## config.mk

```make
export PLATFORM = sky130hd
export DESIGN_NAME = sflash_page_engine
export DESIGN_NICKNAME = d
export VERILOG_FILES = /design/src/rtl/sfpe_pkg.sv /design/src/rtl/sfpe_frame_rx.sv /design/src/rtl/sfpe_cmd_decode.sv /design/src/rtl/sfpe_page_engine.sv /design/src/rtl/sflash_page_engine.sv
export SDC_FILE = /design/constraint.sdc
export NUM_CORES = 2
export LEC_CHECK = 0
export BUFFER_PORTS_ARGS = -buffer_cell sky130_fd_sc_hd__buf_2
export CORE_ASPECT_RATIO = 0.9
export CORE_UTILIZATION = 30
export DETAILED_ROUTE_END_ITERATION = 10
export SYNTH_ARGS = -nofsm -noshare
export SYNTH_HDL_FRONTEND = slang
export SYNTH_SLANG_ARGS = --single-unit
```

## constraint.sdc

```tcl
create_clock -name clk -period 8.1 [get_ports clk]
set_input_delay 0.405 -clock clk [delete_from_list [all_inputs] [get_ports clk]]
set_output_delay 0.405 -clock clk [all_outputs]
set_load 0.03 [all_outputs]
```

## src/rtl/sfpe_pkg.sv

```systemverilog
package sfpe_pkg;
  typedef enum logic [1:0] {OP_COPY, OP_CHECK, OP_REFRESH} op_e;
  typedef enum logic [1:0] {ST_IDLE, ST_LOAD, ST_CHECK, ST_PROG} st_e;
  typedef struct packed {
    op_e         op;
    logic        buf_b;
    logic [11:0] page;
  } cmd_t;
endpackage

```

## src/rtl/sfpe_frame_rx.sv

```systemverilog
module sfpe_frame_rx #(
  parameter int FRAME_BITS  = 32,
  parameter int SYNC_STAGES = 2
) (
  input  logic                  clk,
  input  logic                  rst_n,
  input  logic                  sck,
  input  logic                  cs_n,
  input  logic                  si,
  output logic                  frame_vld,
  output logic [FRAME_BITS-1:0] frame
);
  localparam int CNT_W = $clog2(FRAME_BITS + 2);
  localparam logic [CNT_W-1:0] CNT_FULL = CNT_W'(FRAME_BITS);
  localparam logic [CNT_W-1:0] CNT_OVER = CNT_W'(FRAME_BITS + 1);

  logic [SYNC_STAGES-1:0] sck_sync, cs_sync, si_sync;
  logic                   sck_d, cs_d;
  logic [FRAME_BITS-1:0]  shreg, shreg_n;
  logic [CNT_W-1:0]       cnt, cnt_n;
  logic                   vld_n;
  logic                   sck_s, cs_s, si_s, sck_rise, cs_rise, cs_fall;

  assign sck_s    = sck_sync[SYNC_STAGES-1];
  assign cs_s     = cs_sync[SYNC_STAGES-1];
  assign si_s     = si_sync[SYNC_STAGES-1];
  assign sck_rise = sck_s & ~sck_d;
  assign cs_rise  = cs_s & ~cs_d;
  assign cs_fall  = ~cs_s & cs_d;

  always_comb begin
    shreg_n = shreg;
    cnt_n   = cnt;
    if (cs_fall) begin
      shreg_n = '0;
      cnt_n   = '0;
    end else if (!cs_s && sck_rise) begin
      shreg_n = {shreg[FRAME_BITS-2:0], si_s};
      if (cnt != CNT_OVER) cnt_n = cnt + 1'b1;
    end
    vld_n = cs_rise && (cnt == CNT_FULL);
  end

  always_ff @(posedge clk or negedge rst_n) begin
    if (!rst_n) begin
      sck_sync  <= '0;
      cs_sync   <= '1;
      si_sync   <= '0;
      sck_d     <= 1'b0;
      cs_d      <= 1'b1;
      shreg     <= '0;
      cnt       <= '0;
      frame_vld <= 1'b0;
    end else begin
      sck_sync  <= {sck_sync[SYNC_STAGES-2:0], sck};
      cs_sync   <= {cs_sync[SYNC_STAGES-2:0], cs_n};
      si_sync   <= {si_sync[SYNC_STAGES-2:0], si};
      sck_d     <= sck_s;
      cs_d      <= cs_s;
      shreg     <= shreg_n;
      cnt       <= cnt_n;
      frame_vld <= vld_n;
    end
  end

  assign frame = shreg;


  frame_pulse_chk: assert property (@(posedge clk) disable iff (!rst_n)
    frame_vld |=> !frame_vld);

  bit_count_sat_chk: assert property (@(posedge clk) disable iff (!rst_n)
    cnt <= CNT_OVER);
endmodule

```

## src/rtl/sfpe_cmd_decode.sv

```systemverilog
module sfpe_cmd_decode
  import sfpe_pkg::*;
#(
  parameter int PAGE_AW = 12
) (
  input  logic [31:0] frame,
  input  logic        page_mode_bin,
  output cmd_t        cmd,
  output logic        cmd_ok
);
  localparam int STD_LSB = 9;
  localparam int BIN_LSB = 8;

  logic [7:0]  opcode;
  logic [23:0] addr;

  assign opcode = frame[31:24];
  assign addr   = frame[23:0];

  always_comb begin
    cmd_ok    = 1'b1;
    cmd.op    = OP_COPY;
    cmd.buf_b = 1'b0;
    cmd.page  = page_mode_bin ? addr[BIN_LSB +: PAGE_AW] : addr[STD_LSB +: PAGE_AW];
    unique case (opcode)
      8'h53: begin cmd.op = OP_COPY;    cmd.buf_b = 1'b0; end
      8'h55: begin cmd.op = OP_COPY;    cmd.buf_b = 1'b1; end
      8'h60: begin cmd.op = OP_CHECK;   cmd.buf_b = 1'b0; end
      8'h61: begin cmd.op = OP_CHECK;   cmd.buf_b = 1'b1; end
      8'h58: begin cmd.op = OP_REFRESH; cmd.buf_b = 1'b0; end
      8'h59: begin cmd.op = OP_REFRESH; cmd.buf_b = 1'b1; end
      default: cmd_ok = 1'b0;
    endcase
  end
endmodule

```

## src/rtl/sfpe_page_engine.sv

```systemverilog
module sfpe_page_engine
  import sfpe_pkg::*;
#(
  parameter int PAGES      = 4,
  parameter int PAGE_BYTES = 16
) (
  input  logic clk,
  input  logic rst_n,
  input  logic start,
  input  cmd_t cmd,
  output logic busy,
  output logic cmp_diff
);
  localparam int PG_W = $clog2(PAGES);
  localparam int IX_W = $clog2(PAGE_BYTES);
  localparam logic [IX_W-1:0] IX_LAST = IX_W'(PAGE_BYTES - 1);

  logic [7:0] mem  [PAGES][PAGE_BYTES];
  logic [7:0] bufs [2][PAGE_BYTES];

  st_e             st, st_n;
  logic [IX_W-1:0] idx, idx_n;
  logic [PG_W-1:0] page_r, page_n;
  logic            sel_r, sel_n, rw_r, rw_n;
  logic            acc, acc_n, cmp_diff_n;
  logic            buf_we, mem_we, byte_diff, last;

  assign last      = (idx == IX_LAST);
  assign byte_diff = mem[page_r][idx] != bufs[sel_r][idx];

  always_comb begin
    st_n       = st;
    idx_n      = idx;
    page_n     = page_r;
    sel_n      = sel_r;
    rw_n       = rw_r;
    acc_n      = acc;
    cmp_diff_n = cmp_diff;
    buf_we     = 1'b0;
    mem_we     = 1'b0;
    unique case (st)
      ST_IDLE: if (start) begin
        page_n = cmd.page[PG_W-1:0];
        sel_n  = cmd.buf_b;
        rw_n   = (cmd.op == OP_REFRESH);
        idx_n  = '0;
        acc_n  = 1'b0;
        st_n   = (cmd.op == OP_CHECK) ? ST_CHECK : ST_LOAD;
      end
      ST_LOAD: begin
        buf_we = 1'b1;
        idx_n  = last ? '0 : idx + 1'b1;
        if (last) st_n = rw_r ? ST_PROG : ST_IDLE;
      end
      ST_CHECK: begin
        acc_n = acc | byte_diff;
        idx_n = last ? '0 : idx + 1'b1;
        if (last) begin
          cmp_diff_n = acc | byte_diff;
          st_n       = ST_IDLE;
        end
      end
      ST_PROG: begin
        mem_we = 1'b1;
        idx_n  = last ? '0 : idx + 1'b1;
        if (last) st_n = ST_IDLE;
      end
      default: st_n = ST_IDLE;
    endcase
  end

  always_ff @(posedge clk or negedge rst_n) begin
    if (!rst_n) begin
      st       <= ST_IDLE;
      idx      <= '0;
      page_r   <= '0;
      sel_r    <= 1'b0;
      rw_r     <= 1'b0;
      acc      <= 1'b0;
      cmp_diff <= 1'b0;
    end else begin
      st       <= st_n;
      idx      <= idx_n;
      page_r   <= page_n;
      sel_r    <= sel_n;
      rw_r     <= rw_n;
      acc      <= acc_n;
      cmp_diff <= cmp_diff_n;
    end
  end

  always_ff @(posedge clk or negedge rst_n) begin
    if (!rst_n) begin
      for (int p = 0; p < PAGES; p++)
        for (int b = 0; b < PAGE_BYTES; b++)
          mem[p][b] <= 8'(3 * b + 64 * p + 17);
    end else if (mem_we) begin
      mem[page_r][idx] <= bufs[sel_r][idx];
    end
  end

  always_ff @(posedge clk or negedge rst_n) begin
    if (!rst_n) begin
      for (int s = 0; s < 2; s++)
        for (int b = 0; b < PAGE_BYTES; b++)
          bufs[s][b] <= 8'h00;
    end else if (buf_we) begin
      bufs[sel_r][idx] <= mem[page_r][idx];
    end
  end

  assign busy = (st != ST_IDLE);


  cmp_hold_chk: assert property (@(posedge clk) disable iff (!rst_n)
    (st != ST_CHECK) |=> $stable(cmp_diff));

  prog_entry_chk: assert property (@(posedge clk) disable iff (!rst_n)
    (st == ST_PROG && $past(st) != ST_PROG) |-> ($past(st) == ST_LOAD && rw_r));

  idx_bound_chk: assert property (@(posedge clk) disable iff (!rst_n)
    idx <= IX_LAST);

  check_end_chk: assert property (@(posedge clk) disable iff (!rst_n)
    (st == ST_CHECK && last) |=> (st == ST_IDLE));
endmodule

```

## src/rtl/sflash_page_engine.sv

```systemverilog
module sflash_page_engine
  import sfpe_pkg::*;
#(
  parameter int PAGES      = 4,
  parameter int PAGE_BYTES = 16
) (
  input  logic       clk,
  input  logic       rst_n,
  input  logic       sck,
  input  logic       cs_n,
  input  logic       si,
  input  logic       page_mode_bin,
  output logic [7:0] status
);
  logic        frame_vld, cmd_ok, busy, cmp_diff, start;
  logic [31:0] frame;
  cmd_t        cmd;

  sfpe_frame_rx #(.FRAME_BITS(32), .SYNC_STAGES(2)) u_rx (
    .clk(clk), .rst_n(rst_n), .sck(sck), .cs_n(cs_n), .si(si),
    .frame_vld(frame_vld), .frame(frame));

  sfpe_cmd_decode #(.PAGE_AW(12)) u_dec (
    .frame(frame), .page_mode_bin(page_mode_bin), .cmd(cmd), .cmd_ok(cmd_ok));

  assign start = frame_vld & cmd_ok & ~busy;

  sfpe_page_engine #(.PAGES(PAGES), .PAGE_BYTES(PAGE_BYTES)) u_eng (
    .clk(clk), .rst_n(rst_n), .start(start), .cmd(cmd),
    .busy(busy), .cmp_diff(cmp_diff));

  assign status = {~busy, cmp_diff, 6'b0};


  launch_busy_chk: assert property (@(posedge clk) disable iff (!rst_n)
    start |=> busy);
endmodule

```

**Word-level counts from Yosys, hierarchy flattened**

Index checks and enable logic that the tools add are counted.

- Latch bits: 0
- ROM bits: 0
- Memory bits (writable): 0
- Bits of input ports: 6
- Register bits: 827
- Memories: 0
- Output and inout bits: 8

- Div/mod/pow operators: 0
- Eq/ne operators: 18
- Bitwise operators: 13
- Magnitude comparators: 6
- Shifts and indexed selects: 0
- Reductions and logical operators: 19
- Muxes and demuxes: 41
- Add/subtract/negate cells: 2
- $mul: 0

Operators with widths:

| kind | count |
|---|---|
| 2-to-1 mux 128 bit | 7 |
| bitwise mux 512 bit | 1 |
| binary-select mux 128 bit (select 2 bit) | 1 |
| bitwise mux 256 bit | 1 |
| demux 128 bit (select 2 bit) | 1 |
| demux 128 bit (select 1 bit) | 1 |
| binary-select mux 8 bit (select 4 bit) | 2 |
| 2-to-1 mux 32 bit | 2 |
| == test 8 x 7 -> 1 bit (second input constant) | 6 |
| 2-to-1 mux 8 bit | 5 |
| demux 8 bit (select 4 bit) | 1 |
| 2-to-1 mux 6 bit | 3 |
| case mux 3 bit (5 select lines) | 1 |
| 2-to-1 mux 2 bit | 6 |
| 2-to-1 mux 4 bit | 2 |
| != test 8 bit | 1 |
| case mux 4 bit (2 select lines) | 1 |
| AND reduction 2 bit | 4 |
| nonzero test 2 bit | 4 |
| adder 6 x 1 -> 6 bit (second input constant) | 1 |
| == test 2 bit (second input constant) | 3 |
| == test 6 bit (second input constant) | 1 |
| != test 6 bit (second input constant) | 1 |
| case mux 2 bit (3 select lines) | 1 |
| 26 further kinds | 42 |

**Logic depth before layout (Yosys ltp)**

- Depth in word-level cells: 10
- Depth in mapped cells: 14
- Mapped depth without buffers: 8

**Modules after synthesis**

From an unflattened synthesis, not the netlist that was laid out.

- Cells, all modules: 3297
- Area, all modules: 37249.5 um2

Modules (own cells, without submodules):

| module | area each (um2) | cells an instance | instances |
|---|---|---|---|
| sfpe_page_engine | 35068.6 | 3072 | 1 |
| sfpe_frame_rx | 1860.5 | 189 | 1 |
| sfpe_cmd_decode | 251.5 | 26 | 1 |
| sflash_page_engine | 68.8 | 10 | 1 |

**Least setup slack after synthesis**

OpenSTA, ideal clock, no wires.

- Path kind: reg-to-reg
- From: register u_eng.sel_r
- To: register u_eng.acc
- Cell stages (with the launch flop): 14
- Slack: 5.237 ns
- Clock period less this slack: 2.863 ns
- Required time: 7.961 ns
- Library setup time: 0.139 ns
- Arrival time: 2.724 ns
- Cell sequence: dfrtp_1 > buf_2 > buf_6 > buf_6 > buf_2 > mux4_2 > mux2i_1 > o22ai_1 > nor2_1 > buf_4 > xor2_1 > nand3_1 > nor4_2 > a22oi_1

- Word-level cells in the longest chain between the ends: 10

Ends and longest elaborated chain:

| item | line | source |
|---|---|---|
| from (decl) | sfpe_page_engine.sv:24 | `logic sel_r, sel_n, rw_r, rw_n;` |
| from (signal assigned) | sfpe_page_engine.sv:85 | `sel_r <= sel_n;` |
| inverter 1 -> 2 bit (not written as such) | sfpe_page_engine.sv:29 | `assign byte_diff = mem[page_r][idx] != bufs[sel_r][idx];` |
| 2-to-1 mux 128 bit (not written as such) (3 in a row) | sfpe_page_engine.sv:29 |  |
| binary-select mux 8 bit (select 4 bit) | sfpe_page_engine.sv:29 |  |
| 2-to-1 mux 8 bit (not written as such) (2 in a row) | sfpe_page_engine.sv:29 |  |
| != test 8 bit | sfpe_page_engine.sv:29 |  |
| bitwise OR 1 bit | sfpe_page_engine.sv:56 | `acc_n = acc \| byte_diff;` |
| case mux 1 bit (2 select lines) | sfpe_page_engine.sv:41 | `unique case (st)` |
| to (signal assigned) | sfpe_page_engine.sv:87 | `acc <= acc_n;` |
| to (decl) | sfpe_page_engine.sv:25 | `logic acc, acc_n, cmp_diff_n;` |

Every way passes these cells. The select of a mux whose other input is x is not followed.
A chain may end at the register's enable or synchronous reset.

**Final worst setup path**

Same ends and word-level chain as after synthesis.

==> results by group <==
Global route
  – Total grt overflow: 0
  – Met2 Usage GRT: 0.2288
  – Largest net degree at the start of global routing: 163
  – First-pass GRT wire length: 150800 um
  – Vias in the first global route: 23.96k
  – Met1 Use GR: 0.2215
  – M3 GR Usage: 0.04251
  – Busiest layer in global routing: met2
  – Overall routing resource usage: 0.1562
  – Initial antenna violation count: 1

Logic synthesis
  – Area leader, netlist: dfrtp_1
  – Mean post-synth cell area: 11.58 sq um
  – EDFF count, synth: 0
  – Mapped cell area: roughly 37000 sq um
  – Ranking of synthesized cells by area: dfrtp_1 (37%), dfstp_2 (20%), mux4_2 (11%), mux2_2 (6.2%), a21oi_1 (5.7%)
  – Post-synthesis sequential area ratio: 0.5669
  – Warnings, synthesis: 0
  – Async SR Flop Fraction: 1.000
  – Post-Syn Instances: 3205
  – Synth Flop Type: dfrtp_1
  – Distinct cells, synth: between 60 and 70
  – Yosys top cell area share: 0.3694
  – Synthesized flop and latch total: 827

Floorplan
  – Die ar.: around 130000 sq um
  – Initial Utilization: 0.3021
  – Die H: 335.7 um
  – Row cnt: 122
  – IO Pins: 14
  – Chip Width: between 300 and 400 um
  – Total core area: approximately 120000 sq um

Finish
  – ANT cells: 0
  – Commonest non-fill, non-tap cell in the layout: dfrtp_1
  – Fraction of layout cells with a size suffix above 1: 0.2812
  – Post-route cell area: between 40000 and 50000 sq um
  – Commonest cells after routing, fill and taps aside: dfrtp_1 (543), nor2_1 (458), a21oi_1 (423)
  – Finished Layout Cells: 4788
  – Final core utilization: 0.3392
  – Final nets: 3116
  – Area grow syn2layout: 12.30%

Job
  – Max-cap violations: 0

Critical path
  – WP data required: 8.63 ns
  – CP max stage cell: dfrtp_4
  – Setup Crit Path Kind: reg2reg
  – Delay-heaviest family, CP: multiplexers
  – CP max stage delay: 0.88 ns
  – Crit-path max FO: 37
  – Worst path cell trace: buf_4, mux4_2, mux4_2, mux2i_4, buf_4, xnor2_1, nor4_2, a22oi_1
  – Startpoint Class: register
  – WP buf/inv: 2
  – Arr. time, crit path: roughly 5.3 ns
  – Crit. End Element: register

STA
  – FMAX: 212.1 MHz
  – Setup Viol. Count Final: 0
  – Minimum hold slack: 0.1292 ns
  – Minimum clock period: 4.714 ns
  – Final hold viol count: 0
  – Period utilization: 0.5820
  – Worst Tran Pin Value: 1.285 ns
  – Max-slew violation count: 0
  – Slew HR: 0.1405
  – Setup Skew: 0.02937 ns
  – RSZ-0062 raised after global routing: no
  – Setup_tns: 0 ns

Pwr
  – P per Cell Area: 205.3 nW/um^2
  – Clock power frac: 0.503
  – Logic gate share of total power: 0.013
  – Peak supply drop: 0.1458 mV
  – P_sw: 1813 uW
  – Sw frac: 0.2118
  – Leak: 0.01774 uW
  – Int Power: 6747 uW
  – Seq pwr share: 0.485

CTS
  – Post-CTS sizing: 0
  – Worst skew pair latency: approximately 0.67 ns
  – Htree depth: 3
  – Clock Sinks: 827
  – CTS Buf Count: between 80 and 90
  – Clock buffer depth: 3
  – Clock Pin Slew Worst Setup and Hold Paths: ~0.06 ns
  – TritonCTS clock tree: built
  – Clock root buffer: clkbuf_16
  – Post-CTS Setup Repair Bufs: 0

Drt
  – DR pass1 iterations: 7
  – Antenna Nets Post-Route: 0
  – DR DRC count: 0
  – WL/cell: 20.41 um
  – Drt first-iter violations: approximately 2.0k
  – Vias per cell: 5.077
  – Post-Route WL: 97720 um
  – Via count: 24.31k

Min path
  – Worst Hold Class: in2reg

Place
  – PortBufs: 7
  – Routability cong.: between 0.8 and 0.9
  – Area post-placement: between 30000 and 40000 sq um
  – Placed cell count: 4623
  – Hpwl dp: between 60000 and 70000 um

Outcome
  – Status: finished, final reports clean
==> cell families (layout without fill, tap and decap cells) <==
group | count (synthesis) | count (layout) | synth area share
AOI/OAI and AO/OA | 727 | 727 | 0.1048
xor gates and xnor gates | 10 | 10 | 0.002359
adders and majority gates | 7 | 7 | 0.002359
buffers and inverters | 262 | 228 | 0.03303
DFF | 827 | 827 | 0.5669
muxes | 455 | 455 | 0.1902
other | 1 | 6 | 0.0001010
and+or+nand+nor | 916 | 916 | 0.1002
==> state kept, by name, indices dropped and copies added (netlist names) <==
register	count
u_eng.mem	512
u_eng.bufs	256
u_rx.frame	32
u_rx.cnt	6
u_eng.idx	4
u_eng.page_r	2
u_eng.st	2
u_rx.cs_sync	2
u_rx.sck_sync	2
u_rx.si_sync	2
u_eng.acc	1
u_eng.cmp_diff	1
u_eng.rw_r	1
u_eng.sel_r	1
u_rx.cs_d	1
u_rx.frame_vld	1
u_rx.sck_d	1
==> Yosys cell counts (6+ instances only) <==
cell type	count
a21oi_1	423
a22oi_1	14
a31oi_1	8
and2_1	8
and3_1	10
buf_1	20
buf_2	25
buf_4	22
buf_6	12
clkbuf_1	167
dfrtp_1	548
dfstp_2	279
ha_1	7
inv_1	11
mux2_2	203
mux2i_1	72
mux4_2	180
nand2_1	343
nand2b_1	9
nand3_1	18
nand3b_1	7
nor2_1	463
nor2b_1	13
nor3_1	13
nor3b_1	6
o21ai_0	222
o22ai_1	18
or2_2	8
xor2_1	6
==> routing by layer <==
layer	vias up	part of all wire
li1	11060	-
met1	12350	0.46
met2	715	0.44
met3	178	0.075
met4	4	0.032
met5	-	0.00021
==> worst min-delay path: cells and delay by family <==
kind / cells / cell delay, ns
AO/OA/AOI/OAI: 1 / 0.13
buffers and inverters: 1 / 0.12
multiplexers: 1 / 0.08
==> per-stage QoR <==
stage	setup WS (ns)	total power, uW
5_1_grt	3.058	8825
2_1_floorplan	5.237	4238
4_1_cts	3.317	8652
3_5_place_dp	3.325	4332
3_3_place_gp	3.319	4331
6_report	3.386	8560
==> power by group through the flow <==
stage | clock network [uW] | logic [uW] | registers (uW)
2_1_floorplan | 0 | 19.7 | 4220
3_3_place_gp | 0 | 113 | 4220
3_5_place_dp | 0 | 114 | 4220
4_1_cts | 4390 | 116 | 4150
5_1_grt | 4550 | 128 | 4150
6_report | 4300 | 109 | 4150
==> layout make-up <==
cell class / count / area [sq um]
Fill cell: 12050 / 81200
Sequential cell: 827 / 21060
Multi-Input combinational cell: 2121 / 14960
Clock buffer: 135 / 2699
Tap cell: 1612 / 2017
Timing Repair Buffer: 54 / 483.0
Clock inverter: 26 / 415.4
Inverter: 13 / 48.80
==> path summary, 6_finish.rpt <==
path	start	end	slack (ns)	cells after the start
max in group asynchronous	rst_n	u_eng.mem[175]$_DFFE_PN1P_	5.88	4
max reg2reg	u_eng.sel_r$_DFFE_PN0P_	u_eng.acc$_DFFE_PN0P_	3.39	8
min in group asynchronous	rst_n	u_eng.bufs[116]$_DFFE_PN0P_	0.36	2
min reg2reg	u_rx.sck_sync[0]$_DFF_PN0_	u_rx.sck_sync[1]$_DFF_PN0_	0.35	0
max	u_eng.sel_r$_DFFE_PN0P_	u_eng.acc$_DFFE_PN0P_	3.39	8
min	page_mode_bin	u_eng.page_r[0]$_DFFE_PN0P_	0.13	3
==> what timing repair did <==
action                     CTS  global route
setup endpoints to repair    0             0
hold buffers                 4             0
hold endpoints to repair    81             0
(Power assumes the default switching activity.)
